$ cat src/rtl/tt_sched_pkg.sv
package tt_sched_pkg;
    typedef enum logic [2:0] {
        ENT_TMARK  = 3'd0,
        ENT_RXWIN  = 3'd1,
        ENT_IDWIN  = 3'd2,
        ENT_TXWIN  = 3'd3,
        ENT_ARBWIN = 3'd4,
        ENT_REFMSG = 3'd5,
        ENT_CYCEND = 3'd6,
        ENT_BAD    = 3'd7
    } ent_kind_e;

    typedef enum logic [2:0] {
        S_IDLE  = 3'd0,
        S_FETCH = 3'd1,
        S_CHECK = 3'd2,
        S_APPLY = 3'd3,
        S_DONE  = 3'd4,
        S_ERROR = 3'd5
    } seq_state_e;
endpackage

$ cat src/rtl/tt_seq_rules.sv
module tt_seq_rules
    import tt_sched_pkg::*;
(
    input  ent_kind_e kind,
    input  logic      gapf,
    input  logic      is_master,
    input  logic      mark_seen,
    input  logic      ref_open,
    input  logic      ref_gapf,
    output logic      legal,
    output logic      closes
);
    always_comb begin
        legal = 1'b0;
        unique case (kind)
            ENT_TMARK:  legal = !ref_open;
            ENT_RXWIN, ENT_IDWIN, ENT_TXWIN, ENT_ARBWIN:
                        legal = mark_seen && !ref_open;
            ENT_REFMSG: legal = is_master && !ref_open;
            ENT_CYCEND: legal = is_master ? (ref_open && (gapf == ref_gapf)) : 1'b1;
            default:    legal = 1'b0;
        endcase
        closes = legal && (kind == ENT_CYCEND) && !gapf;
    end
endmodule

$ cat src/rtl/tt_cfg_bank.sv
module tt_cfg_bank
    import tt_sched_pkg::*;
#(
    parameter int PW = 8
) (
    input  logic          clk,
    input  logic          rst_n,
    input  logic          clear,
    input  logic          apply,
    input  ent_kind_e     kind,
    input  logic          gapf,
    input  logic [PW-1:0] payload,
    input  logic          gap,
    input  logic          sync_timeout,
    output logic [PW-1:0] cfg_mark,
    output logic [PW-1:0] cfg_win,
    output logic [2:0]    cfg_win_kind,
    output logic [PW-1:0] cfg_ref,
    output logic [PW-1:0] cfg_cycle,
    output logic [PW-1:0] emerg_ref,
    output logic          emerg_req
);
    typedef struct packed {
        logic [PW-1:0] mark;
        logic [PW-1:0] win;
        logic [2:0]    wkind;
        logic [PW-1:0] refm;
        logic [PW-1:0] cyc;
        logic [PW-1:0] eref;
        logic          arm;
        logic          req;
    } bank_t;

    bank_t bank_d, bank_q;

    always_comb begin
        bank_d     = bank_q;
        bank_d.req = bank_q.arm && sync_timeout;
        if (clear) bank_d.arm = 1'b0;
        if (apply) begin
            unique case (kind)
                ENT_TMARK: bank_d.mark = payload;
                ENT_RXWIN, ENT_IDWIN, ENT_TXWIN, ENT_ARBWIN: begin
                    bank_d.win   = payload;
                    bank_d.wkind = kind;
                end
                ENT_REFMSG: begin
                    if (gapf) begin
                        if (!gap) bank_d.refm = payload;
                    end else if (gap) begin
                        bank_d.eref = payload;
                        bank_d.arm  = 1'b1;
                    end else begin
                        bank_d.refm = payload;
                    end
                end
                ENT_CYCEND: if (!gapf || !gap) bank_d.cyc = payload;
                default: ;
            endcase
        end
    end

    always_ff @(posedge clk or negedge rst_n) begin
        if (!rst_n) bank_q <= '0;
        else        bank_q <= bank_d;
    end

    assign cfg_mark     = bank_q.mark;
    assign cfg_win      = bank_q.win;
    assign cfg_win_kind = bank_q.wkind;
    assign cfg_ref      = bank_q.refm;
    assign cfg_cycle    = bank_q.cyc;
    assign emerg_ref    = bank_q.eref;
    assign emerg_req    = bank_q.req;
endmodule

$ cat src/rtl/tt_sched_walk.sv
module tt_sched_walk
    import tt_sched_pkg::*;
#(
    parameter int DEPTH = 8,
    parameter int PW    = 8,
    localparam int AW   = (DEPTH > 1) ? $clog2(DEPTH) : 1,
    localparam int EW   = PW + 4
) (
    input  logic          clk,
    input  logic          rst_n,
    input  logic          start,
    input  logic          is_master,
    input  logic          in_gap,
    input  logic          sync_timeout,
    output logic          rd_en,
    output logic [AW-1:0] rd_addr,
    input  logic [EW-1:0] rd_data,
    output logic          busy,
    output logic          done,
    output logic          seq_err,
    output logic [PW-1:0] cfg_mark,
    output logic [PW-1:0] cfg_win,
    output logic [2:0]    cfg_win_kind,
    output logic [PW-1:0] cfg_ref,
    output logic [PW-1:0] cfg_cycle,
    output logic [PW-1:0] emerg_ref,
    output logic          emerg_req
);
    localparam logic [AW-1:0] LAST = AW'(DEPTH - 1);

    typedef struct packed {
        seq_state_e    state;
        logic [AW-1:0] idx;
        ent_kind_e     ent_kind;
        logic          ent_gapf;
        logic [PW-1:0] ent_pay;
        logic          closes;
        logic          mark_seen;
        logic          ref_open;
        logic          ref_gapf;
        logic          gap;
    } walk_t;

    walk_t walk_d, walk_q;

    ent_kind_e rd_kind;
    logic      rule_legal, rule_closes, launch;

    assign rd_kind = ent_kind_e'(rd_data[2:0]);
    assign busy    = (walk_q.state == S_FETCH) || (walk_q.state == S_CHECK) ||
                     (walk_q.state == S_APPLY);
    assign launch  = start && !busy;

    tt_seq_rules u_rules (
        .kind      (rd_kind),
        .gapf      (rd_data[3]),
        .is_master (is_master),
        .mark_seen (walk_q.mark_seen),
        .ref_open  (walk_q.ref_open),
        .ref_gapf  (walk_q.ref_gapf),
        .legal     (rule_legal),
        .closes    (rule_closes)
    );

    always_comb begin
        walk_d = walk_q;
        unique case (walk_q.state)
            S_IDLE, S_DONE, S_ERROR: begin
                if (start) begin
                    walk_d.state     = S_FETCH;
                    walk_d.idx       = '0;
                    walk_d.mark_seen = 1'b0;
                    walk_d.ref_open  = 1'b0;
                    walk_d.ref_gapf  = 1'b0;
                    walk_d.gap       = in_gap;
                end
            end
            S_FETCH: walk_d.state = S_CHECK;
            S_CHECK: begin
                walk_d.ent_kind = rd_kind;
                walk_d.ent_gapf = rd_data[3];
                walk_d.ent_pay  = rd_data[EW-1:4];
                walk_d.closes   = rule_closes;
                walk_d.state    = rule_legal ? S_APPLY : S_ERROR;
            end
            S_APPLY: begin
                if (walk_q.ent_kind == ENT_TMARK) walk_d.mark_seen = 1'b1;
                if (walk_q.ent_kind == ENT_REFMSG) begin
                    walk_d.ref_open = 1'b1;
                    walk_d.ref_gapf = walk_q.ent_gapf;
                end
                if (walk_q.ent_kind == ENT_CYCEND) walk_d.ref_open = 1'b0;
                if (walk_q.closes) begin
                    walk_d.state = S_DONE;
                end else if (walk_q.idx == LAST) begin
                    walk_d.state = S_ERROR;
                end else begin
                    walk_d.idx   = walk_q.idx + 1'b1;
                    walk_d.state = S_FETCH;
                end
            end
            default: walk_d.state = S_IDLE;
        endcase
    end

    always_ff @(posedge clk or negedge rst_n) begin
        if (!rst_n) walk_q <= '0;
        else        walk_q <= walk_d;
    end

    assign rd_en   = (walk_q.state == S_FETCH);
    assign rd_addr = walk_q.idx;
    assign done    = (walk_q.state == S_DONE);
    assign seq_err = (walk_q.state == S_ERROR);

    tt_cfg_bank #(.PW(PW)) u_bank (
        .clk          (clk),
        .rst_n        (rst_n),
        .clear        (launch),
        .apply        (walk_q.state == S_APPLY),
        .kind         (walk_q.ent_kind),
        .gapf         (walk_q.ent_gapf),
        .payload      (walk_q.ent_pay),
        .gap          (walk_q.gap),
        .sync_timeout (sync_timeout),
        .cfg_mark     (cfg_mark),
        .cfg_win      (cfg_win),
        .cfg_win_kind (cfg_win_kind),
        .cfg_ref      (cfg_ref),
        .cfg_cycle    (cfg_cycle),
        .emerg_ref    (emerg_ref),
        .emerg_req    (emerg_req)
    );
endmodule

$ cat config.mk
export PLATFORM = sky130hd
export DESIGN_NAME = tt_sched_walk
export DESIGN_NICKNAME = d
export VERILOG_FILES = /design/src/rtl/tt_sched_pkg.sv /design/src/rtl/tt_seq_rules.sv /design/src/rtl/tt_cfg_bank.sv /design/src/rtl/tt_sched_walk.sv
export SDC_FILE = /design/constraint.sdc
export NUM_CORES = 1
export LEC_CHECK = 0
export ABC_AREA = 1
export ABC_CLOCK_PERIOD_IN_PS = 1500
export BUFFER_PORTS_ARGS = -buffer_cell sky130_fd_sc_hd__buf_2
export CAP_MARGIN = 10
export CORE_ASPECT_RATIO = 1.75
export CORE_UTILIZATION = 34
export CTS_BUF_LIST = sky130_fd_sc_hd__clkbuf_4
export DETAILED_ROUTE_END_ITERATION = 12
export GPL_TIMING_DRIVEN = 0
export PLACE_DENSITY = 0.63
export SLEW_MARGIN = 10
export SYNTH_ARGS = -nofsm -noshare
export SYNTH_HDL_FRONTEND = slang
export SYNTH_SLANG_ARGS = --single-unit
$ cat constraint.sdc
create_clock -name clk -period 1.5 [get_ports clk]
set_input_delay 0.15 -clock clk [delete_from_list [all_inputs] [get_ports clk]]
set_output_delay 0.15 -clock clk [all_outputs]
set_load 0.02 [all_outputs]
; After elaboration in Yosys (flattened, before gate mapping)
; Cells that the tools add are included.
[totals]
ff_bits = 68
latch_bits = 0
mem_bits_rw = 0
rom_bits = 0
input_bits = 18
n_memories = 0
[op_classes]
add_sub_neg = 1
mul = 0
div_mod_pow = 0
magnitude_cmp = 0
eq_ne = 25
shift = 0
muxes = 21
bitwise = 1
reduce_logical = 32
[ops]
columns = op, n
row1 = $eq A3 B3 Y1 const B, 9
row2 = $eq A3 B2 Y1 const B, 6
row3 = $mux W3, 5
row4 = $pmux W3 S2, 2
row5 = $pmux W3 S4, 1
row6 = $reduce_and A3 Y1, 4
row7 = $ne A2 B2 Y1 const B, 5
row8 = $eq A3 B1 Y1 const B, 3
row9 = $logic_not A3 Y1, 3
row10 = $mux W1, 8
row11 = $mux W8, 1
row12 = $reduce_and A2 Y1, 4
row13 = $reduce_and A4 Y1, 2
row14 = $reduce_or A4 Y1, 2
row15 = $logic_and A1 B1 Y1, 7
row16 = $mux W6, 1
row17 = $logic_not A1 Y1, 5
row18 = $mux W4, 1
row19 = $pmux W1 S4, 1
row20 = $add A3 B1 Y3 const B, 1
row21 = $logic_or A1 B1 Y1, 3
row22 = $ne A3 B3 Y1 const B, 1
row23 = $reduce_or A3 Y1, 1
row24 = $mux W2, 1
row25 = 3 further kinds, 3

; Longest topological paths before layout
; Gate-level depths: netlist (run 1).
[depth]
ltp_word = 10
mapped_depth = 8
mapped_depth_nobuf = 8

; Hierarchy
; A second synthesis (run 1) with hierarchy kept.
[hier_totals]
cells_unflattened = 391
hier_area_um2 = 3387.0
[by_module_without_submodules]
columns = module, instances, cells_per_inst, area_each_um2, seq_area_each_um2
row1 = tt_cfg_bank, 1, 242, 2173.3, 1126.1
row2 = tt_sched_walk, 1, 128, 1118.6, 575.6
row3 = tt_seq_rules, 1, 21, 95.1, 0.0

; Least setup slack after synthesis (run 1)
; Ideal clock, no wire load.
[synth_timing]
path_type = register -> register
startpoint = reg walk_q (netlist bit rd_addr[0])
endpoint = reg walk_q (netlist bit rd_addr[0])
setup_time_ns = 0.127
t_arrival_ns = 1.171
required_time_ns = 1.373
path_slack_ns = 0.201
stages_incl_launch_ff = 7
period_less_slack_ns = 1.299
cell_sequence = dfrtp_1 > ha_1 > ha_1 > o21ai_0 > nand2_1 > nand2_1 > o21ai_0
[synth_via]
elab_chain_cells = 4
[synth_rtl]
columns = item, line
row1 = "start, declared", tt_sched_walk.sv:44  ; walk_t walk_d, walk_q;
row2 = "start signal, assigned", tt_sched_walk.sv:108  ; else walk_q <= walk_d;
row3 = $add A3 B1 Y3, tt_sched_walk.sv:98  ; walk_d.idx = walk_q.idx + 1'b1;
row4 = $mux W3, tt_sched_walk.sv:95  ; end else if (walk_q.idx == LAST) begin
row5 = $mux W3, tt_sched_walk.sv:93  ; if (walk_q.closes) begin
row6 = $pmux W3 S2, tt_sched_walk.sv:67  ; unique case (walk_q.state)
; Several ways; a longest one is shown, not always the timed one. The select of a mux whose other input is x is not followed.
; A chain may end at the register's enable or synchronous reset.

; Worst setup path in the final report (run 1)
[layout_timing]
startpoint = reg walk_q[21] in the netlist's numbering
endpoint = out done
[layout_via]
elab_chain_cells = 1
[layout_rtl]
columns = item, line
row1 = $eq A3 B3 Y1, tt_sched_walk.sv:113  ; assign done = (walk_q.state == S_DONE);
row2 = "end, declared", tt_sched_walk.sv:19  ; output logic done,
; No other way between the ends.

==> results of run 1 <==
## worst reg2reg max path: cells and delay by family, from the launching register on
kind                   cells  cell delay (ns)
AND/OR/NAND/NOR            4             0.36
AO/OA/AOI/OAI              1             0.05
flip-flops                 1             0.46
buffers and inverters      3             0.43
## cell usage after synthesis
cell type,count,area share
a21boi_0,1,0.0023
a21oi_1,2,0.0031
buf_2,1,0.0015
buf_4,46,0.11
buf_6,6,0.021
clkbuf_1,1,0.0012
dfrtp_1,68,0.52
ha_1,2,0.0077
inv_1,28,0.032
inv_2,2,0.0023
inv_6,1,0.0027
nand2_1,87,0.10
nand2_2,2,0.0038
nand2_4,2,0.0069
nand3_1,14,0.022
nand3_4,3,0.016
nor2_1,8,0.0092
nor2_4,3,0.010
o21ai_0,20,0.031
o21ai_1,18,0.028
o21ai_2,26,0.070
## power by group through the flow
stage / registers [W] / logic [W] / clock network (W)
after floorplan: 0.00287 / 0.00283 / 0
after global placement: 0.00299 / 0.00369 / 0
after detailed placement: 0.00301 / 0.00376 / 0
after CTS: 0.00297 / 0.00388 / 0.00102
after global routing: 0.00305 / 0.00429 / 0.00108
final: 0.00297 / 0.00390 / 0.000988
## metal layers
layer,up-vias,global-route usage,share of wire
met1,1147,0.157,0.39
met4,0,0.0791,0.020
met3,10,0.0417,0.039
met5,-,0,0
met2,59,0.272,0.55
li1,1244,-,-
## final timing paths
kind	slack [ns]	endpoint	startpoint	depth (start not counted)
setup / recovery	0.07	done	walk_q[21]	4
min in group asynchronous	0.06	u_bank.cfg_win[7]	rst_n	2
hold reg to reg	0.48	u_bank.emerg_req	u_bank.bank_q[1]	2
setup reg to reg	0.09	u_bank.cfg_mark[5]	walk_q[22]	8
hold / removal	0.04	walk_q[15]	rd_data[1]	3
max in group asynchronous	0.92	walk_q[21]	rst_n	3
## kinds of logic after synthesis
family          after synthesis
fa+ha+maj                     2
simple gates                119
compound gates               67
buf+inv                      85
flops                        68
## stage by stage
stage	total power, W	hold WS (ns)	setup TNS [ns]	setup slack (ns)	utilization
5_1_grt	0.00842	0.0255	-0.100	-0.0330	0.447
3_5_place_dp	0.00678	-0.0487	0	0.0480	0.412
3_3_place_gp	0.00668	0.347	-0.651	-0.0156	0.409
2_1_floorplan	0.00570	-0.146	0	0.201	-
4_1_cts	0.00786	0.00905	-0.00761	-0.00624	0.440
6_report	0.00786	0.0396	0	0.0714	0.447
## flip-flops by register name, indices dropped and copies added (netlist names)
name,count
u_bank.bank_q,1
u_bank.cfg_win,8
u_bank.cfg_ref,8
u_bank.emerg_ref,8
u_bank.cfg_mark,8
walk_q,20
rd_addr,3
u_bank.cfg_cycle,8
u_bank.emerg_req,1
u_bank.cfg_win_kind,3
## layout make-up
class / instances / area, sq um / share of cell area
multi-input combinational: 188 / 1030 / 0.251
timing repair buffer: 86 / 558 / 0.136
clock buffer: 12 / 90.1 / 0.0220
inverter: 31 / 124 / 0.0302
clock inverter: 4 / 16.3 / 0.00397
sequential: 68 / 1700 / 0.416
antenna: 1 / 2.50 / 0.000611
tap: 120 / 150 / 0.0367
buffer: 54 / 422 / 0.103
## cells in the final DEF, fill, tap and decap left out, types with 5 or more instances in the layout
cell	n
clkbuf_4	12
nand2_1	86
inv_1	27
nand3_1	13
o21ai_0	19
buf_2	64
o21ai_1	19
buf_4	53
dfrtp_1	66
nor2_1	5
buf_6	8
o21ai_2	26
dlygate4sd3_1	12
## what timing repair did
action	in CTS	in global routing
hold buffers	12	0
cloned	0	0
pin swaps	1	0
resized for setup	5	12
endpoints found under the setup margin	4	17
setup buffers	2	3
hold endpoints to repair	78	0
==> results_dict.tcl, run 1 <==
set metrics [dict create \
    status "finished, final reports clean" \
    clock_skew_ns 0.00817 \
    stdcell_count 564 \
    dp_cells 530 \
    drive_above_1_share 0.422 \
    crit_path_start_kind "flop" \
    place_congestion 0.755 \
    ys_seq_area_frac 0.523 \
    via_per_inst 4.36 \
    htree_levels 3 \
    combPwrFrac 0.496 \
    grt_pass1_vias 2383 \
    setup_viol 0 \
    grt_overflow 0 \
    initialDrtViolationCount 113 \
    crit_fanout 4 \
    synth_area_sq_um 3250 \
    initial_core_util 0.355 \
    synth_top_family_by_area "simple AND/OR/NAND/NOR gates" \
    synth_xor_xnor_area_share 0 \
    num_rows 46 \
    cap_violations 0 \
    synth_fa_ha_area_frac 0.00769 \
    antenna_found_initial 1 \
    seq_power_share 0.378 \
    cp_slowest_stage_delay_ns 0.45 \
    routed_wl_um 7070 \
    core_sq_um 9150 \
    grt_setup_unrepaired "true" \
    fp.dieH_um 131 \
    fmax_mhz 700 \
    track_usage 0.151 \
    cp.arrival_ns 1.28 \
    slew_violations 0 \
    fill_cells 913 \
    clkSlewWorstSetupHoldPaths_ns 0.10 \
    io_pins 69 \
    crit_required_ns 1.35 \
    dp_hpwl_um 5220 \
    crit_type "reg2out" \
    p_per_area_nw_per_um2 1920 \
    worstPathCellList "inv_2 -> nand2_1 -> nor2_1 -> buf_4" \
    cpMaxStageDelayCell "dfrtp_2" \
    cts_buffer_depth 2 \
    worstSkewPairLatency_ns 0.41 \
    ctsRootBufferMaster "clkbuf_4" \
    synth_seq_cells 68 \
    syn_inst 341 \
    dieWidth_um 75.9 \
    avgSynthCellArea_sq_um 9.54 \
    synth_compound_area_frac 0.134 \
    period_needed_ns 1.43 \
    cts.sinks 68 \
    final_antenna_net_count 0 \
    wl_per_cell_um 12.5 \
    synth_cell_type_count 21 \
    syn_nets 361 \
    post-route-cell-area_sq_um 4100 \
    max_slew_margin 0.756 \
    hold_viol 0 \
    cts_buffers 9 \
    end_kind "output port" \
    placedInstanceArea_sq_um 3770 \
    synthSimpleGateAreaFrac 0.168 \
    vias 2460 \
    switching_share 0.428 \
    drcViolationCount 0 \
    critPathBufInv 2 \
    grt_pass1_wl_um 11500 \
    syn_to_final_growth_pct 25.9 \
    tightest_slew_ns 0.365 \
    p_sw_w 0.00336 \
    firstDrtPassIters 4 \
    fin_nets 458 \
    finalCritPeriodShare 0.952 \
    path_delay_family "flip-flops" \
    cts_tree "done" \
    muxShareOfSynthArea 0 \
    io_buffers 68 \
    max-vdd-ir-drop_v 0.000621 \
    die-area_sq_um 9980 \
    hold_path_class "in2reg" \
    ys.warnings.count 0 \
    leakage_nw 2.21 \
    internal_power_w 0.00450 \
    grt_max_degree 68 \
    clockPowerShare 0.126 \
]
No activity file was read; power rests on OpenSTA's default activity.
==> inputs of run 2 (changes only) <==
--- a/config.mk
+++ b/config.mk
@@ -6,7 +6,7 @@
 export NUM_CORES = 1
 export LEC_CHECK = 0
 export ABC_AREA = 1
-export ABC_CLOCK_PERIOD_IN_PS = 1500
+export ABC_CLOCK_PERIOD_IN_PS = 1700
 export BUFFER_PORTS_ARGS = -buffer_cell sky130_fd_sc_hd__buf_2
 export CAP_MARGIN = 10
 export CORE_ASPECT_RATIO = 1.75
==> constraint.sdc (replaced) <==
create_clock -name clk -period 1.7 [get_ports clk]
set_input_delay 0.17 -clock clk [delete_from_list [all_inputs] [get_ports clk]]
set_output_delay 0.17 -clock clk [all_outputs]
set_load 0.02 [all_outputs]
==> run 2 against run 1 <==
Compared with the run above: non-clock buffer count is 6 lower; via count is 1.2% lower; count of clock-buffer cells in the layout unchanged; sequential power decreased by 11%; global-route usage fell by 0.16 points; flip-flop and latch count unchanged; sequential share of layout area grew 1.0 points; power is 14% lower; utilization shrank 1.1 points; critical path depth did not move; critical endpoint is now rd_en; largest power group unchanged; highest routed layer unchanged.
==> results_dict.tcl, run 2 (same netlist as run 1, synthesis figures left out) <==
set metrics [dict create \
    crit_cells 4 \
    reg2regPathDepth 6 \
    crit_fanout 5 \
    max-vdd-ir-drop_v 0.000531 \
    wl_per_cell_um 12.6 \
    crit_required_ns 1.53 \
    layout.cells.most_common_list "nand2_1 (87), buf_2 (68), dfrtp_1 (66), buf_4 (47), inv_1 (28)" \
    cts_buffers 9 \
    met3_usage 0.0431 \
    grt_util_met2 0.269 \
    largest_register_ffs 20 \
    firstDrtPassIters 4 \
    dp_slack_ns 0.248 \
    fp.dieH_um 131 \
    vias 2430 \
    grt_pass1_wl_um 11300 \
    p_per_area_nw_per_um2 1700 \
    core_sq_um 9150 \
    drcViolationCount 0 \
    grt_overflow 0 \
    die-area_sq_um 9980 \
    dp_hpwl_um 5220 \
    io_pins 69 \
    leakage_nw 2.16 \
    clock_skew_ns 0.00758 \
    slew_violations 0 \
    fill_cells 921 \
    timing.final.ws_setup_ns 0.116 \
    cpMaxStageDelayCell "dfrtp_2" \
    routed_wl_um 7000 \
    io_buffers 68 \
    period_needed_ns 1.58 \
    cp.arrival_ns 1.41 \
    end_kind "output port" \
    grt_max_degree 68 \
    ctsRootBufferMaster "clkbuf_4" \
    hold_path_class "in2reg" \
    status "finished, final reports clean" \
    grt_setup_unrepaired "false" \
    fmax_mhz 631 \
    post-route-cell-area_sq_um 4000 \
    path_delay_family "flip-flops" \
    cts.sinks 68 \
    grt_use_met1 0.154 \
    finalCritPeriodShare 0.932 \
    tightest_slew_ns 0.365 \
    worstPathCellList "nor2_4 -> inv_1 -> nor2_1 -> buf_2" \
    hold_depth 3 \
    grt.busiest_layer "met2" \
    cp_slowest_stage_delay_ns 0.46 \
    hold_viol 0 \
    via_per_inst 4.35 \
    syn_to_final_growth_pct 22.8 \
    track_usage 0.150 \
    multiInputGateArea_sq_um 1010 \
    postCtsSetupBuffers 0 \
    crit_type "reg2out" \
    fin_setup_tns_ns 0 \
    max_slew_margin 0.757 \
    whs_ns 0.0355 \
    fin_total_pwr_w 0.00678 \
    initialDrtViolationCount 114 \
    critPathBufInv 2 \
    drive_above_1_share 0.403 \
    initial_core_util 0.355 \
    cts_tree "done" \
    final_antenna_net_count 0 \
    mostFrequentLayoutCell "nand2_1" \
    fin_nets 452 \
    crit_path_start_kind "flop" \
    top_register "walk_q" \
    cap_violations 0 \
    num_rows 46 \
    setup_viol 0 \
    htree_levels 3 \
    dieWidth_um 75.9 \
    placedInstanceArea_sq_um 3770 \
    antenna_found_initial 1 \
    clkSlewWorstSetupHoldPaths_ns 0.10 \
    cts_buffer_depth 2 \
    grt_pass1_vias 2362 \
    seq_area_sq_um 1700 \
    place_congestion 0.755 \
    worstSkewPairLatency_ns 0.41 \
]
-- run 2: cell count changes in the layout (fill, tap and decap cells not counted), sizes merged --
cell / change
dlygate4sd3: -1
buf: -5
-- run 2: per-stage QoR --
| step | cells | utilization |
|---|---|---|
| 3_3_place_gp | 529 | 0.409 |
| 4_1_cts | 557 | 0.436 |
| 6_report | 558 | 0.437 |
| 5_1_grt | 558 | 0.437 |
| 3_5_place_dp | 530 | 0.412 |
| 2_1_floorplan | 341 | - |
-- run 2: power breakdown --
group          switching, W  leakage (nW)  internal, W
combinational       0.00196          1.20      0.00132
clock              0.000539        0.0638     0.000335
sequential         0.000409         0.892      0.00222
-- run 2: routing by layer --
| metal | up-vias | wire, um |
|---|---|---|
| met1 | 1138 | 2780 |
| met2 | 56 | 3800 |
| met3 | 8 | 293 |
| met5 | - | 0 |
| li1 | 1228 | - |
| met4 | 0 | 129 |
-- run 2: path summary, 6_finish.rpt --
path	start	endpoint	slack, ns
min in group asynchronous	rst_n	u_bank.cfg_win[7]	0.08
worst min-delay path	start	walk_q[0]	0.04
worst max register to register	rd_addr[0]	rd_addr[2]	0.24
worst max-delay path	walk_q[22]	rd_en	0.12
worst min register to register	u_bank.bank_q[1]	u_bank.emerg_req	0.48
max in group asynchronous	rst_n	walk_q[21]	1.10
-- run 2: layout make-up --
type / instances / area share
Inverter: 31 / 0.0304
Tap cell: 120 / 0.0376
Sequential cell: 68 / 0.427
Multi-Input combinational cell: 188 / 0.252
Antenna cell: 1 / 0.000626
Clock buffer: 12 / 0.0225
Buffer: 54 / 0.106
Timing Repair Buffer: 80 / 0.120
Clock inverter: 4 / 0.00407
-- run 2: timing repair --
item                                    CTS  global route
endpoints found under the setup margin    0             2
hold buffers                             11             0
gates resized for setup                   0             2
endpoints found under the hold margin    78             0
-- run 2: tightest hold or removal path: stages --
cell     delay [ns]
buf_2          0.12
nand3_1        0.08
nand2_1        0.05
==> inputs of run 3 (changes only) <==
--- a/config.mk
+++ b/config.mk
@@ -9,12 +9,11 @@
 export ABC_CLOCK_PERIOD_IN_PS = 1700
 export BUFFER_PORTS_ARGS = -buffer_cell sky130_fd_sc_hd__buf_2
 export CAP_MARGIN = 10
-export CORE_ASPECT_RATIO = 1.75
-export CORE_UTILIZATION = 34
-export CTS_BUF_LIST = sky130_fd_sc_hd__clkbuf_4
+export CORE_ASPECT_RATIO = 1.4
+export CORE_UTILIZATION = 55
 export DETAILED_ROUTE_END_ITERATION = 12
 export GPL_TIMING_DRIVEN = 0
-export PLACE_DENSITY = 0.63
+export PLACE_DENSITY = 0.89
 export SLEW_MARGIN = 10
 export SYNTH_ARGS = -nofsm -noshare
 export SYNTH_HDL_FRONTEND = slang
==> run 3 against run 2 <==
Compared with the run above: critical endpoint unchanged; highest routed layer unchanged; sequential share of layout area increased by 1.2 points; clock skew decreased by 0.0011 ns; setup slack improved by 0.049 ns; combinational power about the same; die area decreased by 38%; largest cell class unchanged; hold slack improved by 0.0062 ns; wire length decreased by 6.9%; non-clock buffer count decreased by 11; critical path type unchanged.
==> results_dict.tcl, run 3 (same netlist as run 1, synthesis figures left out) <==
set metrics [dict create \
    status "finished, final reports clean" \
    io_pins 69 \
    crit_type "reg2out" \
    grt_pass1_vias 2280 \
    place_congestion 0.864 \
    grt_overflow 0 \
    diodes 0 \
    firstDrtPassIters 4 \
    end_kind "output port" \
    cts_tree "done" \
    cts_buffer_depth 2 \
    final_util 0.692 \
    leakage_nw 2.14 \
    top_register "walk_q" \
    cap_violations 0 \
    htree_levels 3 \
    drive_above_1_share 0.408 \
    vias 2435 \
    hold_viol 0 \
    drcViolationCount 0 \
    ctsRootBufferMaster "clkbuf_8" \
    setup_viol 0 \
    crit_required_ns 1.53 \
    num_rows 32 \
    cts.sinks 68 \
    track_usage 0.226 \
    die-area_sq_um 6230 \
    placedInstanceArea_sq_um 3680 \
    worstPathCellList "nor2_4 -> inv_1 -> nor2_1 -> buf_2" \
    routed_wl_um 6520 \
    grt_setup_unrepaired "false" \
    initial_core_util 0.580 \
    dieWidth_um 67 \
    cpMaxStageDelayCell "dfrtp_1" \
    postCtsSetupBuffers 0 \
    max-vdd-ir-drop_v 0.00112 \
    finalCritPeriodShare 0.903 \
    largest_register_ffs 20 \
    wl_per_cell_um 13.3 \
    io_buffers 68 \
    dp_hpwl_um 4710 \
    max_slew_margin 0.438 \
    p_per_area_nw_per_um2 1850 \
    crit_fanout 5 \
    slew_violations 0 \
    antenna_found_initial 0 \
    period_needed_ns 1.54 \
    tightest_slew_ns 0.844 \
    core_sq_um 5610 \
    syn_to_final_growth_pct 19.3 \
    grt_max_degree 69 \
    hold_path_class "in2reg" \
    fin_setup_tns_ns 0 \
    fin_nets 441 \
    fp.dieH_um 93.0 \
    initialDrtViolationCount 204 \
    final_antenna_net_count 0 \
    fmax_mhz 651 \
    clkSlewWorstSetupHoldPaths_ns 0.07 \
    whs_ns 0.0416 \
    crit_path_start_kind "flop" \
    mostFrequentLayoutCell "nand2_1" \
    cp_slowest_stage_delay_ns 0.45 \
    dp_slack_ns 0.245 \
    worstSkewPairLatency_ns 0.33 \
    cts_buffers 9 \
    timing.final.ws_setup_ns 0.165 \
    via_per_inst 4.95 \
    clock_skew_ns 0.00646 \
    layout.cells.most_common_list "nand2_1 (87), buf_2 (68), dfrtp_1 (68), buf_4 (47), inv_1 (28)" \
    grt_pass1_wl_um 10300 \
    post-route-cell-area_sq_um 3880 \
    cp.arrival_ns 1.37 \
]
run 3: cell types whose count changed in the layout (fill, tap and decap cells not counted):
cell,delta
clkbuf_4,-12
clkbuf_8,+11
dlygate4sd3_1,-10
clkinv_1,-3
dfrtp_1,+2
dfrtp_2,-2
buf_16,-1
bufinv_16,+1
clkbuf_1,+1
diode_2,-1
run 3: metrics by stage:
step	total power [W]	std cells
finish	0.00717	492
CTS	0.00722	492
floorplan	0.00503	341
detailed placement	0.00592	477
global route	0.00764	492
global placement	0.00578	477
run 3: final timing paths:
path / endpoint / depth (start not counted) / startpoint / slack (ns)
setup reg to reg: u_bank.emerg_ref[6] / 7 / walk_q[22] / 0.22
setup / recovery: rd_en / 4 / walk_q[22] / 0.16
hold / removal: u_bank.emerg_req / 3 / sync_timeout / 0.04
max in group asynchronous: u_bank.cfg_ref[7] / 2 / rst_n / 0.65
min in group asynchronous: u_bank.cfg_mark[5] / 2 / rst_n / 0.50
hold reg to reg: u_bank.cfg_win_kind[2] / 2 / u_bank.cfg_win_kind[2] / 0.48
run 3: where the power goes:
group	switching (W)	total [W]	internal (W)
Clock	0.000545	0.00128	0.000740
Sequential	0.000401	0.00262	0.00222
Combinational	0.00197	0.00327	0.00130
run 3: final cells by class:
cell class	instances	area, sq um
fill	436	1720
sequential	68	1700
multi-input combinational	188	1010
buffer	54	422
timing repair buffer	69	353
clock buffer	12	155
inverter	31	121
tap	68	85.1
clock inverter	2	35.0
run 3: what timing repair did:
action                    4_1_cts  5_1_grt
gates resized for setup         0        0
hold endpoints to repair       68        0
hold buffers                    1        0
run 3: per-layer routing:
metal	vias up	routed length, um	GRT usage
met4	0	163	0.121
met5	-	0	0
met3	16	270	0.0220
li1	1195	-	-
met1	1141	2660	0.281
met2	83	3430	0.379
run 3: worst max-delay path: cells and delay by family (launching register included):
kind          cells  cell delay (ns)
flops             1             0.45
simple gates      2             0.33
buf+inv           2             0.25
